**src/rtl/sm_crypto_pkg.sv**
```systemverilog
package sm_crypto_pkg;

  localparam logic [6:0] OPC_REG = 7'b0110011;
  localparam logic [6:0] OPC_IMM = 7'b0010011;
  localparam logic [4:0] SM4_RND_SEL = 5'b11000;
  localparam logic [4:0] SM4_KEY_SEL = 5'b11010;
  localparam logic [11:0] SM3_P0_CODE = 12'b0001_0000_1000;
  localparam logic [11:0] SM3_P1_CODE = 12'b0001_0000_1001;

  // Field reduction polynomial x^8+x^7+x^6+x^5+x^4+x^2+1 (low byte)
  localparam logic [7:0] FIELD_POLY = 8'hF5;
  // Affine map row seed and constant
  localparam logic [7:0] AFF_SEED = 8'hD3;

  typedef struct packed {
    logic       load;
    logic       legal;
    logic       sm4Rnd;
    logic       sm4Key;
    logic       sm3P0;
    logic       sm3P1;
    logic [1:0] byteSel;
    logic       wide;
  } smStrobes_t;

  function automatic logic [7:0] gfMul(input logic [7:0] a, input logic [7:0] b);
    logic [7:0] acc;
    logic [7:0] sh;
    logic       carry;
    acc = '0;
    sh  = a;
    for (int i = 0; i < 8; i++) begin
      if (b[i]) acc = acc ^ sh;
      carry = sh[7];
      sh = {sh[6:0], 1'b0};
      if (carry) sh = sh ^ FIELD_POLY;
    end
    return acc;
  endfunction

  // Inverse as a^254; zero maps to zero
  function automatic logic [7:0] gfInv(input logic [7:0] a);
    logic [7:0] sq;
    logic [7:0] acc;
    sq  = a;
    acc = 8'h01;
    for (int k = 1; k < 8; k++) begin
      sq  = gfMul(sq, sq);
      acc = gfMul(acc, sq);
    end
    return acc;
  endfunction

  function automatic logic [7:0] affineMap(input logic [7:0] x);
    logic [7:0]  y;
    logic [15:0] dbl;
    logic [7:0]  row;
    for (int i = 0; i < 8; i++) begin
      dbl = {AFF_SEED, AFF_SEED} >> i;
      row = dbl[7:0];
      y[7-i] = ^(row & x);
    end
    return y ^ AFF_SEED;
  endfunction

  function automatic logic [7:0] sboxEntry(input logic [7:0] x);
    return affineMap(gfInv(affineMap(x)));
  endfunction

  function automatic logic [31:0] rol32(input logic [31:0] x, input logic [4:0] sh);
    logic [63:0] tmp;
    tmp = {x, x} << sh;
    return tmp[63:32];
  endfunction

endpackage

```
**src/rtl/sm4_sbox_rom.sv**
```systemverilog
module sm4_sbox_rom
  import sm_crypto_pkg::*;
#(
  parameter int ENTRIES = 256
) (
  input  logic [7:0] addr,
  output logic [7:0] data
);
  logic [7:0] romTbl [ENTRIES];

  for (genvar i = 0; i < ENTRIES; i++) begin : g_rom
    localparam logic [7:0] ENTRY_VAL = sboxEntry(8'(i));
    assign romTbl[i] = ENTRY_VAL;
  end

  assign data = romTbl[addr];
endmodule

```
**src/rtl/sm_decode.sv**
```systemverilog
module sm_decode
  import sm_crypto_pkg::*;
(
  input  logic       clk,
  input  logic       rstN,
  input  logic       inValid,
  input  logic [31:0] instr,
  input  logic       rv64Mode,
  input  logic       enSm4,
  input  logic       enSm3,
  output smStrobes_t strobes,
  output logic       outValid,
  output logic       outIllegal
);
  logic rndHit, keyHit, p0Hit, p1Hit;
  logic anyLegal;
  logic unusedFields;

  assign unusedFields = ^{instr[24:15], instr[11:7]};

  always_comb begin
    rndHit = (instr[29:25] == SM4_RND_SEL) && (instr[14:12] == 3'b000) &&
             (instr[6:0] == OPC_REG) && enSm4;
    keyHit = (instr[29:25] == SM4_KEY_SEL) && (instr[14:12] == 3'b000) &&
             (instr[6:0] == OPC_REG) && enSm4;
    p0Hit  = (instr[31:20] == SM3_P0_CODE) && (instr[14:12] == 3'b001) &&
             (instr[6:0] == OPC_IMM) && enSm3;
    p1Hit  = (instr[31:20] == SM3_P1_CODE) && (instr[14:12] == 3'b001) &&
             (instr[6:0] == OPC_IMM) && enSm3;
    anyLegal = rndHit | keyHit | p0Hit | p1Hit;
  end

  always_comb begin
    strobes.load    = inValid;
    strobes.legal   = anyLegal;
    strobes.sm4Rnd  = rndHit;
    strobes.sm4Key  = keyHit;
    strobes.sm3P0   = p0Hit;
    strobes.sm3P1   = p1Hit;
    strobes.byteSel = instr[31:30];
    strobes.wide    = rv64Mode;
  end

  always_ff @(posedge clk) begin
    if (!rstN) begin
      outValid   <= 1'b0;
      outIllegal <= 1'b0;
    end else begin
      outValid   <= inValid;
      outIllegal <= inValid & ~anyLegal;
    end
  end


  one_op_chk: assert property (@(posedge clk) disable iff (!rstN)
    $onehot0({strobes.sm4Rnd, strobes.sm4Key, strobes.sm3P0, strobes.sm3P1}));


  valid_follow_chk: assert property (@(posedge clk) disable iff (!rstN)
    inValid |=> outValid);


  valid_idle_chk: assert property (@(posedge clk) disable iff (!rstN)
    !inValid |=> !outValid);


  sm4_gate_chk: assert property (@(posedge clk) disable iff (!rstN)
    (inValid && !enSm4 && instr[6:0] == OPC_REG && instr[14:12] == 3'b000 &&
     (instr[29:25] == SM4_RND_SEL || instr[29:25] == SM4_KEY_SEL)) |=> outIllegal);


  illegal_in_valid_chk: assert property (@(posedge clk) disable iff (!rstN)
    outIllegal |-> outValid);
endmodule

```
**src/rtl/sm_datapath.sv**
```systemverilog
module sm_datapath
  import sm_crypto_pkg::*;
#(
  parameter int XLEN = 64
) (
  input  logic            clk,
  input  logic            rstN,
  input  smStrobes_t      strobes,
  input  logic [31:0]     srcA,
  input  logic [31:0]     srcB,
  output logic [XLEN-1:0] resultQ
);
  localparam int WORD = 32;

  logic [4:0]      shamt;
  logic [7:0]      pickedByte;
  logic [7:0]      subByte;
  logic [WORD-1:0] b;
  logic [WORD-1:0] rndMix, keyMix, mixSel, mixRot;
  logic [WORD-1:0] sm3Val, low32;
  logic [XLEN-1:0] extended;

  assign shamt = {strobes.byteSel, 3'b000};

  always_comb begin
    logic [WORD-1:0] shifted;
    shifted    = srcB >> shamt;
    pickedByte = shifted[7:0];
  end

  sm4_sbox_rom u_rom (
    .addr(pickedByte),
    .data(subByte)
  );

  assign b = {24'h0, subByte};

  always_comb begin
    rndMix = b ^ (b << 2) ^ (b << 8) ^ (b << 18) ^
             ((b & 32'h0000_003F) << 26) ^ ((b & 32'h0000_00C0) << 10);
    keyMix = b ^ ((b & 32'h0000_0007) << 29) ^ ((b & 32'h0000_00FE) << 7) ^
             ((b & 32'h0000_0001) << 23) ^ ((b & 32'h0000_00F8) << 13);
    mixSel = strobes.sm4Rnd ? rndMix : keyMix;
    mixRot = rol32(mixSel, shamt);
  end

  always_comb begin
    if (strobes.sm3P0)
      sm3Val = srcA ^ rol32(srcA, 5'd9) ^ rol32(srcA, 5'd17);
    else
      sm3Val = srcA ^ rol32(srcA, 5'd15) ^ rol32(srcA, 5'd23);
  end

  always_comb begin
    if (!strobes.legal)
      low32 = '0;
    else if (strobes.sm4Rnd || strobes.sm4Key)
      low32 = mixRot ^ srcA;
    else
      low32 = sm3Val;
  end

  if (XLEN > WORD) begin : g_ext
    localparam int UPPER = XLEN - WORD;
    always_comb begin
      if (strobes.wide) extended = {{UPPER{low32[WORD-1]}}, low32};
      else              extended = {{UPPER{1'b0}}, low32};
    end


    narrow_upper_chk: assert property (@(posedge clk) disable iff (!rstN)
      (strobes.load && !strobes.wide) |=> (resultQ[XLEN-1:WORD] == '0));
  end else begin : g_noext
    logic unusedWide;
    assign unusedWide = strobes.wide;
    assign extended = low32;
  end

  always_ff @(posedge clk) begin
    if (!rstN)              resultQ <= '0;
    else if (strobes.load)  resultQ <= extended;
  end


  hold_chk: assert property (@(posedge clk) disable iff (!rstN)
    !strobes.load |=> $stable(resultQ));
endmodule

```
**src/rtl/sm_crypto_unit.sv**
```systemverilog
module sm_crypto_unit
  import sm_crypto_pkg::*;
#(
  parameter int XLEN = 64
) (
  input  logic            clk,
  input  logic            rstN,
  input  logic            inValid,
  input  logic [31:0]     instr,
  input  logic [XLEN-1:0] rs1,
  input  logic [XLEN-1:0] rs2,
  input  logic            rv64Mode,
  input  logic            enSm4,
  input  logic            enSm3,
  output logic            outValid,
  output logic            outIllegal,
  output logic [XLEN-1:0] result
);
  smStrobes_t strobes;

  if (XLEN > 32) begin : g_sink
    logic unusedHigh;
    assign unusedHigh = ^{rs1[XLEN-1:32], rs2[XLEN-1:32]};


    sign_ext_chk: assert property (@(posedge clk) disable iff (!rstN)
      (inValid && rv64Mode) |=> (result[XLEN-1:32] == {(XLEN-32){result[31]}}));
  end

  sm_decode u_dec (
    .clk       (clk),
    .rstN      (rstN),
    .inValid   (inValid),
    .instr     (instr),
    .rv64Mode  (rv64Mode),
    .enSm4     (enSm4),
    .enSm3     (enSm3),
    .strobes   (strobes),
    .outValid  (outValid),
    .outIllegal(outIllegal)
  );

  sm_datapath #(.XLEN(XLEN)) u_dp (
    .clk    (clk),
    .rstN   (rstN),
    .strobes(strobes),
    .srcA   (rs1[31:0]),
    .srcB   (rs2[31:0]),
    .resultQ(result)
  );


  illegal_zero_chk: assert property (@(posedge clk) disable iff (!rstN)
    outIllegal |-> (result == '0));
endmodule

```
**config.mk**
```make
export PLATFORM = sky130hd
export DESIGN_NAME = sm_crypto_unit
export DESIGN_NICKNAME = d
export VERILOG_FILES = /design/src/rtl/sm_crypto_pkg.sv /design/src/rtl/sm4_sbox_rom.sv /design/src/rtl/sm_decode.sv /design/src/rtl/sm_datapath.sv /design/src/rtl/sm_crypto_unit.sv
export SDC_FILE = /design/constraint.sdc
export NUM_CORES = 1
export LEC_CHECK = 0
export ABC_AREA = 1
export BUFFER_PORTS_ARGS = -buffer_cell sky130_fd_sc_hd__buf_4
export CORE_ASPECT_RATIO = 1.75
export CORE_MARGIN = 2
export CORE_UTILIZATION = 56
export DETAILED_ROUTE_END_ITERATION = 6
export GPL_TIMING_DRIVEN = 0
export HOLD_SLACK_MARGIN = 0.12
export PLACE_DENSITY = 0.84
export SETUP_SLACK_MARGIN = 0.3
export SKIP_CTS_REPAIR_TIMING = 1
export SLEW_MARGIN = 20
export SYNTH_ARGS = -nofsm -noshare
export SYNTH_HDL_FRONTEND = slang
export SYNTH_SLANG_ARGS = --single-unit
export TNS_END_PERCENT = 50
```
**constraint.sdc**
```tcl
create_clock -name clk -period 4.1 [get_ports clk]
set_input_delay 0.82 -clock clk [delete_from_list [all_inputs] [get_ports clk]]
set_output_delay 0.82 -clock clk [all_outputs]
set_load 0.005 [all_outputs]
```
==> flow_summary.toml, run 1 <==
[outcome]
outcome = "did not finish"
stop_stage = "5_1_grt"
toolErrorMsg = "[ERROR GRT-0116] Global routing finished with congestion. Check the congestion regions in the DRC Viewer."

[logic_synthesis]
ys_warn_count = 0
yosysSeqAreaShare = 0.0816
synthCells = 1579
syn_area_sq_um = 8590
synth_cell_types = 43
ys_ff_latch = 35
avgSynthCellArea_sq_um = 5.44
synth_fp_nets = 1758

[cts]
cts_sinks = 35
clk_path_buf_depth = 2
numCtsBuffers = 5
htree_levels = 2
cts_root_buf = "clkbuf_16"

[grt]
grt_pass1_wl_microns = 73900
grt_pass1_vias = 12500
grt_max_degree = 34
overflow = 70
track_usage = 0.570

[placement]
hpwl_microns = 33700
place.gp.congestion = 1.31
numPortBuffers = 130

[floorplan]
start_util = 0.576
die_h_microns = 168
rows = 59
die_w_microns = 97.6
boundaryPins = 232
## cell families after synthesis
family	count (synthesis)	share of synthesized area
compound gates	157	0.104
fa+ha+maj	13	0.0189
xor+xnor	93	0.0948
buf+inv	270	0.157
flops	35	0.0816
simple gates	1011	0.544
## routing by layer
layer | track usage | overflow
met4 | 0.600 | 32
met3 | 0.293 | 0
met5 | 0.0215 | 0
met2 | 0.855 | 38
met1 | 0.532 | 0
## synth_stat cells
library cell / instances / area, sq um
nor2_4: 5 / 56.3
or2_2: 5 / 31.3
o21ai_1: 15 / 75.1
a21o_1: 1 / 7.51
o211ai_1: 23 / 173
nor4_4: 2 / 42.5
clkbuf_1: 35 / 131
inv_4: 1 / 6.26
a21oi_1: 64 / 320
nand2_1: 481 / 1810
buf_6: 12 / 135
and3b_1: 1 / 8.76
a21oi_2: 3 / 26.3
nand4_1: 16 / 100
and3_1: 1 / 6.26
clkinv_1: 8 / 30.0
xnor2_1: 27 / 236
ha_1: 13 / 163
a32oi_1: 1 / 8.76
a21oi_4: 1 / 16.3
nor4_1: 8 / 50.1
o21ai_2: 5 / 43.8
nand3_1: 355 / 1780
xor2_1: 66 / 578
nor2_1: 65 / 244
nor3_1: 2 / 10.0
and2_1: 1 / 6.26
inv_1: 103 / 387
buf_1: 6 / 22.5
inv_2: 17 / 63.8
nor3b_1: 1 / 7.51
or2_1: 3 / 18.8
nand3_2: 11 / 110
o21ai_0: 40 / 200
a31oi_1: 4 / 25.0
nand2_2: 34 / 213
nand2_4: 8 / 90.1
buf_4: 52 / 390
buf_2: 36 / 180
nand3b_1: 10 / 75.1
nor2_2: 1 / 6.26
nand4_2: 1 / 12.5
dfxtp_1: 35 / 701
## stage by stage
step | cells | instance area (sq um) | setup WS [ns] | setup TNS, ns | utilization
after CTS | 1900 | 9960 | -0.283 | -7.07 | 0.668
after detailed placement | 1892 | 9800 | -0.557 | -16.23 | 0.657
after global placement | 1892 | 9800 | -0.532 | -15.33 | 0.657
after floorplan | 1579 | 8590 | 0.665 | 0 | -
==> inputs of run 2 (changes only) <==
--- a/config.mk
+++ b/config.mk
@@ -7,14 +7,11 @@
 export LEC_CHECK = 0
 export ABC_AREA = 1
 export BUFFER_PORTS_ARGS = -buffer_cell sky130_fd_sc_hd__buf_4
-export CORE_ASPECT_RATIO = 1.75
 export CORE_MARGIN = 2
-export CORE_UTILIZATION = 56
+export CORE_UTILIZATION = 40
 export DETAILED_ROUTE_END_ITERATION = 6
 export GPL_TIMING_DRIVEN = 0
-export HOLD_SLACK_MARGIN = 0.12
-export PLACE_DENSITY = 0.84
-export SETUP_SLACK_MARGIN = 0.3
+export PLACE_DENSITY_LB_ADDON = 0.15
 export SKIP_CTS_REPAIR_TIMING = 1
 export SLEW_MARGIN = 20
 export SYNTH_ARGS = -nofsm -noshare
==> flow_summary.toml, run 2 <==
[floorplan]
boundaryPins = 232
die_h_microns = 151
start_util = 0.409
die_w_microns = 151
die-area_sq_um = 22700
core_area_sq_um = 21000
rows = 53

[power_and_ir_drop]
combPwrFrac = 0.688
finalPower_uw = 2540
vdd_drop_max_mv = 0.191
cellPowerDensity_nw_per_um2 = 242
swShare = 0.536
intPower_uw = 1180
seq_power_share = 0.135
p_sw_uw = 1360
leakage_uw = 0.00530
clkPwrFrac = 0.177

[cts]
clkLatencyLatePin_ns = 0.28
cts_root_buf = "clkbuf_16"
htree_levels = 2
cts_sinks = 35
cts_tree = "done"
clk_path_buf_depth = 2
numCtsBuffers = 5
clk_pin_slew_ns = 0.06

[sta]
final-setup-viol-count = 0
grt_setup_unrepaired = "true"
layout_setup_ws_ns = 0.162
period_needed_ns = 3.94
max_freq_mhz = 254
min_period_over_period = 0.960
worst_pin_slew_ns = 0.971
hold_viol = 0
slew_violations = 0
finClkSkew_ns = 0
slew_headroom = 0.352

[logic_synthesis]
ys_ff_latch = 35
synth_top_area_frac = 0.210
ys_warn_count = 0
yosysSeqAreaShare = 0.0816
synth_adder_area_share = 0.0189
synthMuxAreaShare = 0
avgSynthCellArea_sq_um = 5.44
synth_compound_area_frac = 0.104
synthXorXnorAreaFrac = 0.0948
synth_top_family_by_area = "simple AND/OR/NAND/NOR gates"
async_reset_ff_frac = 0
netlist_top_cells_count = "481 x nand2_1, 355 x nand3_1, 103 x inv_1"
synth_cell_types = 43
synth_most_common_cell = "nand2_1"
synth_fp_nets = 1758
yosys-top-cells-area = "nand2_1 21%, nand3_1 21%, dfxtp_1 8.2%, xor2_1 6.7%, buf_4 4.5%"
synth_edf_count = 0
synth_flop_cell = "dfxtp_1"
synth_top_cell_by_area = "nand2_1"
synthSimpleGateAreaFrac = 0.544
synthCells = 1579
syn_area_sq_um = 8590

[placement]
pre_cts_ws_ns = -0.691
hpwl_microns = 35100
numPortBuffers = 130
place.gp.congestion = 1.02
dpl_cell_area_sq_um = 9910

[route]
drc = 1
vias = 12000
vias_per_cell = 5.97
wire_per_inst_microns = 22.7
drt_iter0_markers = 1342
dr.pass1.iters = 7
antenna_left = 0
routed_wl_microns = 45600

[cells_and_area]
final_common_cell = "nand2_1"
largestRegisters = "u_dp.resultQ: 33 flops, u_dec.outIllegal: 1 flops, u_dec.outValid: 1 flops"
num_antenna_cells = 0
area_growth_pct = 22.1
top_register = "u_dp.resultQ"
final_util = 0.499
largest_register_ffs = 33
final_cell_mix = "467 x nand2_1, 346 x nand3_1, 201 x buf_4"
fin_nets = 1914
design_area_sq_um = 10500
final_layout_size_suffix_gt1_frac = 0.225

[grt]
overflow = 0
grt_max_degree = 34
grt_pass1_vias = 11100
grt_pass1_wl_microns = 66100
antenna_found_initial = 0
track_usage = 0.390

[setup_path]
worst-path-buf-inv = 6
end_kind = "flip-flop"
slowest_delay_ns = 0.22
crit_family = "simple AND/OR/NAND/NOR gates"
worst_setup_path_start_kind = "input pin"
cp.required_ns = 4.23
crit_top_cell = "nand2_1"
r2r_cells = 2
path_max_fanout = 10
worst-path-stages = 28
arrival_ns = 4.07
cp_slowest_cell = "nor2_2"
worstSetupPathType = "input pin to flip-flop"

[outcome]
outcome = "complete, but fails checks"
violations = "DRC"

[run]
maxCapViolations = 0

[hold_path]
hp-class = "flip-flop to flip-flop"
min_path_cells = 2
-- run 2: cells by family after synthesis --
logic type | after synthesis
flip-flops | 35
AND/OR/NAND/NOR | 1011
buffers and inverters | 270
adder cells (fa/ha/maj) | 13
XOR/XNOR | 93
AO/OA/AOI/OAI | 157
-- run 2: cell type report --
class                   instances  area (sq um)
fillers                      2264         10500
inverters                     129           490
multi-input cells            1274          6800
well taps                     275           344
repair buffers                149          1120
clock buffers                   5           125
clock inverters                 3          43.8
plain buffers                 141           863
flip-flops and latches         35           701
-- run 2: worst paths after layout --
kind	start	to	slack [ns]
worst max-delay path	instr[30]	u_dp.resultQ[62]$_SDFFE_PN0P_	0.16
worst min-delay path	u_dp.resultQ[2]$_SDFFE_PN0P_	u_dp.resultQ[2]$_SDFFE_PN0P_	0.46
worst min register to register	u_dp.resultQ[2]$_SDFFE_PN0P_	u_dp.resultQ[2]$_SDFFE_PN0P_	0.46
worst max register to register	u_dp.resultQ[62]$_SDFFE_PN0P_	u_dp.resultQ[62]$_SDFFE_PN0P_	2.76
-- run 2: worst min-delay path, delay by kind of cell (launching register included) --
| kind | cells | cell delay, ns |
|---|---|---|
| DFF | 1 | 0.31 |
| and+or+nand+nor | 1 | 0.06 |
| AOI/OAI and AO/OA | 1 | 0.05 |
-- run 2: routing by layer --
metal / vias to the layer above / global-route usage / share of wire / wire (microns)
met2: 882 / 0.669 / 0.46 / 21200
met3: 267 / 0.0545 / 0.093 / 4240
li1: 5449 / - / - / -
met1: 5405 / 0.444 / 0.35 / 16100
met5: - / 0 / 0 / 0
met4: 0 / 0.273 / 0.090 / 4100
-- run 2: power groups by stage --
stage / combinational [uW] / clock, uW / sequential [uW]
finish: 1740 / 450 / 341
global route: 1850 / 459 / 341
CTS: 1600 / 446 / 341
detailed placement: 1590 / 0 / 349
global placement: 1600 / 0 / 349
floorplan: 1070 / 0 / 349
-- run 2: through the flow --
stage                     setup TNS (ns)  hold WS (ns)  std cells
after floorplan                        0         0.462       1579
after global placement            -22.75         0.453       1984
after CTS                         -10.50         0.465       1992
after global routing             -0.0175         0.480       2011
after detailed placement          -20.02         0.455       1984
final                                  0         0.464       2011
Note: power is estimated with default switching activity, not from simulation.
==> inputs of run 3 (changes only) <==
--- a/config.mk
+++ b/config.mk
@@ -7,6 +7,7 @@
 export LEC_CHECK = 0
 export ABC_AREA = 1
 export BUFFER_PORTS_ARGS = -buffer_cell sky130_fd_sc_hd__buf_4
+export CORE_ASPECT_RATIO = 1.75
 export CORE_MARGIN = 2
 export CORE_UTILIZATION = 40
 export DETAILED_ROUTE_END_ITERATION = 6
==> flow_summary.toml, run 3 (same netlist as run 2, synthesis figures left out) <==
[setup_path]
worstSetupPathType = "input pin to flip-flop"
end_kind = "flip-flop"
path_max_fanout = 11
arrival_ns = 4.20
cp.required_ns = 4.31
worst_setup_path_start_kind = "input pin"

[cells_and_area]
fin_nets = 1919
final_layout_size_suffix_gt1_frac = 0.230
area_growth_pct = 22.9
top_register = "u_dp.resultQ"
largest_register_ffs = 33
final_cells = 1995
largestRegisters = "u_dp.resultQ: 33 flops, u_dec.outIllegal: 1 flops, u_dec.outValid: 1 flops"
final_cell_mix = "470 x nand2_1, 348 x nand3_1, 205 x buf_4"
final_common_cell = "nand2_1"
fill_cells = 2384
num_antenna_cells = 0

[route]
dr.pass1.iters = 6
wire_per_inst_microns = 25.4
drt_iter0_markers = 1216
vias_per_cell = 6.01
drc = 0
routed_wl_microns = 50700
vias = 12000
antenna_left = 0

[sta]
slew_violations = 0
hold_ws_ns = 0.465
worst_pin_slew_ns = 0.972
slew_headroom = 0.351
layout_setup_ws_ns = 0.110
min_period_over_period = 0.973
finClkSkew_ns = 0
max_freq_mhz = 251
period_needed_ns = 3.99
final-setup-viol-count = 0
fin_tns_setup_ns = 0
grt_setup_unrepaired = "true"
hold_viol = 0

[cts]
clk_pin_slew_ns = 0.05
cts_tree = "done"
htree_levels = 2
numCtsBuffers = 5
clkLatencyLatePin_ns = 0.29
cts_sinks = 35
clk_path_buf_depth = 2
cts_root_buf = "clkbuf_16"

[floorplan]
die_h_microns = 198
die-area_sq_um = 22700
die_w_microns = 115
rows = 71
start_util = 0.403
core_area_sq_um = 21300
boundaryPins = 232

[grt]
overflow = 0
grt_pass1_wl_microns = 72800
antenna_found_initial = 0
grt_max_degree = 34
grt_pass1_vias = 11800
track_usage = 0.440

[power_and_ir_drop]
leakage_uw = 0.00534
cellPowerDensity_nw_per_um2 = 244
vdd_drop_max_mv = 0.134

[placement]
pre_cts_ws_ns = -0.860
place.gp.congestion = 1.08
place_inst = 1964
hpwl_microns = 39700
numPortBuffers = 130

[run]
maxCapViolations = 0

[outcome]
outcome = "completed"

[hold_path]
hp-class = "flip-flop to flip-flop"
## run 3: changes by cell type in the layout (fill, tap and decap cells not counted), moves of 2 or more
cell,previous run,this run
nand3_2,15,13
a21oi_1,63,61
nand3_1,346,348
nand2_2,43,35
buf_4,201,205
o21ai_1,15,11
nand2_1,467,470
o21ai_2,5,9
inv_4,1,3
nand2_4,12,17
nor2_1,58,56
ha_4,5,7
## run 3: metal layers
metal	global-route usage	wire length [microns]	vias up
li1	-	-	5474
met1	0.370	14900	5412
met2	0.779	25100	757
met3	0.107	3710	353
met4	0.490	6950	0
met5	0	0	-
## run 3: worst paths after layout
path | start | end | slack (ns) | depth (start not counted)
worst max-delay path | instr[30] | u_dp.resultQ[7]$_SDFFE_PN0P_ | 0.11 | 25
worst max register to register | u_dp.resultQ[62]$_SDFFE_PN0P_ | u_dp.resultQ[62]$_SDFFE_PN0P_ | 2.80 | 2
worst min register to register | u_dp.resultQ[4]$_SDFFE_PN0P_ | u_dp.resultQ[4]$_SDFFE_PN0P_ | 0.47 | 2
worst min-delay path | u_dp.resultQ[4]$_SDFFE_PN0P_ | u_dp.resultQ[4]$_SDFFE_PN0P_ | 0.47 | 2
## run 3: area by class of cell
cell class                 count  area (sq um)  area share
buffer                       141           868      0.0822
clock inverter                 1          5.00    0.000474
clock buffer                   6           139      0.0132
sequential                    35           701      0.0664
inverter                     129           492      0.0466
tap                          255           319      0.0302
multi-input combinational   1275          6890       0.652
timing repair buffer         153          1150       0.109
## run 3: through the flow
stage | utilization | power, uW | area, sq um
floorplan | - | 1420 | 8590
global placement | 0.464 | 2000 | 9890
detailed placement | 0.464 | 1980 | 9890
CTS | 0.470 | 2350 | 10000
global route | 0.495 | 2700 | 10600
finish | 0.495 | 2580 | 10600
## run 3: critical path: stages
cell and delay (ns):
buf_4 0.12, buf_6 0.13, buf_6 0.14, nand2_1 0.07
nand3_1 0.13, nand2_4 0.22, ha_4 0.22, inv_1 0.09
nand2_4 0.19, nand2_1 0.14, inv_1 0.15, nand2_1 0.15
nand3_1 0.14, nand3_1 0.08, nand2_1 0.07, nand2_1 0.08
nand3_1 0.21, nand3_2 0.19, nand3_1 0.22, nand3_1 0.14
nand2_1 0.10, nand2_1 0.05, nand3_1 0.07, nand3_1 0.13
a21oi_1 0.16
## run 3: power by group
| part | total (uW) | internal, uW | switching, uW | leakage (uW) |
|---|---|---|---|---|
| clock | 373 | 237 | 137 | 0.0000727 |
| combinational | 1860 | 569 | 1290 | 0.00499 |
| sequential | 342 | 342 | 0.285 | 0.000282 |
==> inputs of run 4 (changes only) <==
--- a/config.mk
+++ b/config.mk
@@ -12,6 +12,7 @@
 export CORE_UTILIZATION = 40
 export DETAILED_ROUTE_END_ITERATION = 6
 export GPL_TIMING_DRIVEN = 0
+export MAX_ROUTING_LAYER = met4
 export PLACE_DENSITY_LB_ADDON = 0.15
 export SKIP_CTS_REPAIR_TIMING = 1
 export SLEW_MARGIN = 20
==> flow_summary.toml, run 4 (same netlist as run 2, synthesis figures left out) <==
[floorplan]
core_area_sq_um = 21300
rows = 71
start_util = 0.403
die_w_microns = 115
boundaryPins = 232
die_h_microns = 198
die-area_sq_um = 22700

[sta]
grt_setup_unrepaired = "true"
min_period_over_period = 0.984
max_freq_mhz = 248
slew_violations = 0
hold_viol = 0
final-setup-viol-count = 0
layout_setup_ws_ns = 0.0655
period_needed_ns = 4.03
worst_pin_slew_ns = 0.978
finClkSkew_ns = 0
hold_ws_ns = 0.464
slew_headroom = 0.347

[placement]
pre_cts_ws_ns = -0.780
numPortBuffers = 130
place.gp.congestion = 1.16
hpwl_microns = 40200
place_inst = 1964

[setup_path]
arrival_ns = 4.18
r2r_cells = 2
path_max_fanout = 10
worstSetupPathType = "input pin to flip-flop"
end_kind = "flip-flop"
reg2reg_slack_ns = 2.78
cp.required_ns = 4.24
r2r-end = "u_dp.resultQ[62]$_SDFFE_PN0P_"
worst_setup_path_start_kind = "input pin"
r2r-start = "u_dp.resultQ[62]$_SDFFE_PN0P_"

[hold_path]
hp-class = "flip-flop to flip-flop"
min_from = "u_dp.resultQ[5]$_SDFFE_PN0P_"
hold_end = "u_dp.resultQ[5]$_SDFFE_PN0P_"
min_path_cells = 2

[cts]
clk_path_buf_depth = 2
clkLatencyLatePin_ns = 0.29
cts_tree = "done"
cts_sinks = 35
numCtsBuffers = 5
cts_root_buf = "clkbuf_16"
htree_levels = 2
clk_pin_slew_ns = 0.05

[run]
maxCapViolations = 0

[cells_and_area]
final_layout_size_suffix_gt1_frac = 0.238
fill_cells = 2280
largest_register_ffs = 33
seqCellArea_sq_um = 701
multiInputGateArea_sq_um = 6910
final_cells = 2006
final_cell_mix = "468 x nand2_1, 339 x nand3_1, 210 x buf_4"
top_register = "u_dp.resultQ"
largestRegisters = "u_dp.resultQ: 33 flops, u_dec.outIllegal: 1 flops, u_dec.outValid: 1 flops"
final_common_cell = "nand2_1"
area_growth_pct = 24.3
fin_nets = 1927

[route]
vias_per_cell = 6.10
drt_iter0_markers = 1235
wire_per_inst_microns = 26.0
vias = 12200
antenna_left = 0
drc = 6
dr.pass1.iters = 7
routed_wl_microns = 52200

[grt]
grt_pass1_vias = 11800
track_usage = 0.463
grt.met3_usage = 0.113
grt_pass1_wl_microns = 74400
grtUsageMet1 = 0.386
gr-max-usage-layer = "met2"
grt_max_degree = 34
overflow = 0
grtUsageMet2 = 0.782
antenna_found_initial = 2

[power_and_ir_drop]
cellPowerDensity_nw_per_um2 = 251
leakage_uw = 0.00541
finalPower_uw = 2680
vdd_drop_max_mv = 0.150

[outcome]
violations = "DRC"
outcome = "complete, but fails checks"
[run 4: through the flow]
stage          setup TNS, ns   util  instance area, sq um
2_1_floorplan              0      -                  8590
3_3_place_gp          -27.01  0.464                  9890
3_5_place_dp          -23.17  0.464                  9890
4_1_cts               -13.86  0.472                 10100
5_1_grt               -0.727  0.501                 10700
6_report                   0  0.501                 10700
[run 4: how the worst max path moves through the flow]
stage	cells after the start	from	slack, ns	end
floorplan	29	instr[30]	0.67	u_dp.resultQ[6]$_SDFFE_PN0P_
global route	27	instr[30]	-0.09	u_dp.resultQ[3]$_SDFFE_PN0P_
detailed placement	28	instr[30]	-0.78	u_dp.resultQ[12]$_SDFFE_PN0P_
global placement	28	instr[30]	-0.92	u_dp.resultQ[12]$_SDFFE_PN0P_
CTS	27	instr[30]	-0.51	u_dp.resultQ[30]$_SDFFE_PN0P_
finish	24	instr[30]	0.07	u_dp.resultQ[21]$_SDFFE_PN0P_
[run 4: layer usage]
layer	up-vias	routed length, microns
li1	5486	-
met1	5485	15500
met2	811	25500
met3	447	3930
met4	0	7310
met5	-	0
[run 4: final cells by class]
class | count | area share
multi-input cells | 1276 | 0.647
flip-flops and latches | 35 | 0.0656
clock inverters | 2 | 0.00328
clock buffers | 6 | 0.0130
inverters | 129 | 0.0462
well taps | 255 | 0.0299
plain buffers | 141 | 0.0809
repair buffers | 160 | 0.113
diodes | 2 | 0.000469
[run 4: power by group]
part / switching [uW] / internal [uW]
registers: 0.340 / 341
logic: 1310 / 581
clock network: 146 / 302
total: 1460 / 1220
[run 4: critical path, cell delays in order]
cell	delay (ns)
buf_4	0.12
buf_6	0.13
buf_6	0.14
nand2_1	0.09
nand2_1	0.07
nand2_1	0.10
nand2_4	0.13
ha_1	0.25
inv_2	0.14
nand3_4	0.18
nand3_1	0.20
o21ai_0	0.19
o211ai_1	0.22
nand3_1	0.20
nand3_4	0.19
nand2_4	0.10
inv_1	0.16
nand3_1	0.12
nand3_1	0.11
nand3_1	0.12
nand3_1	0.09
nand3_1	0.09
nand2_1	0.12
a21oi_1	0.07
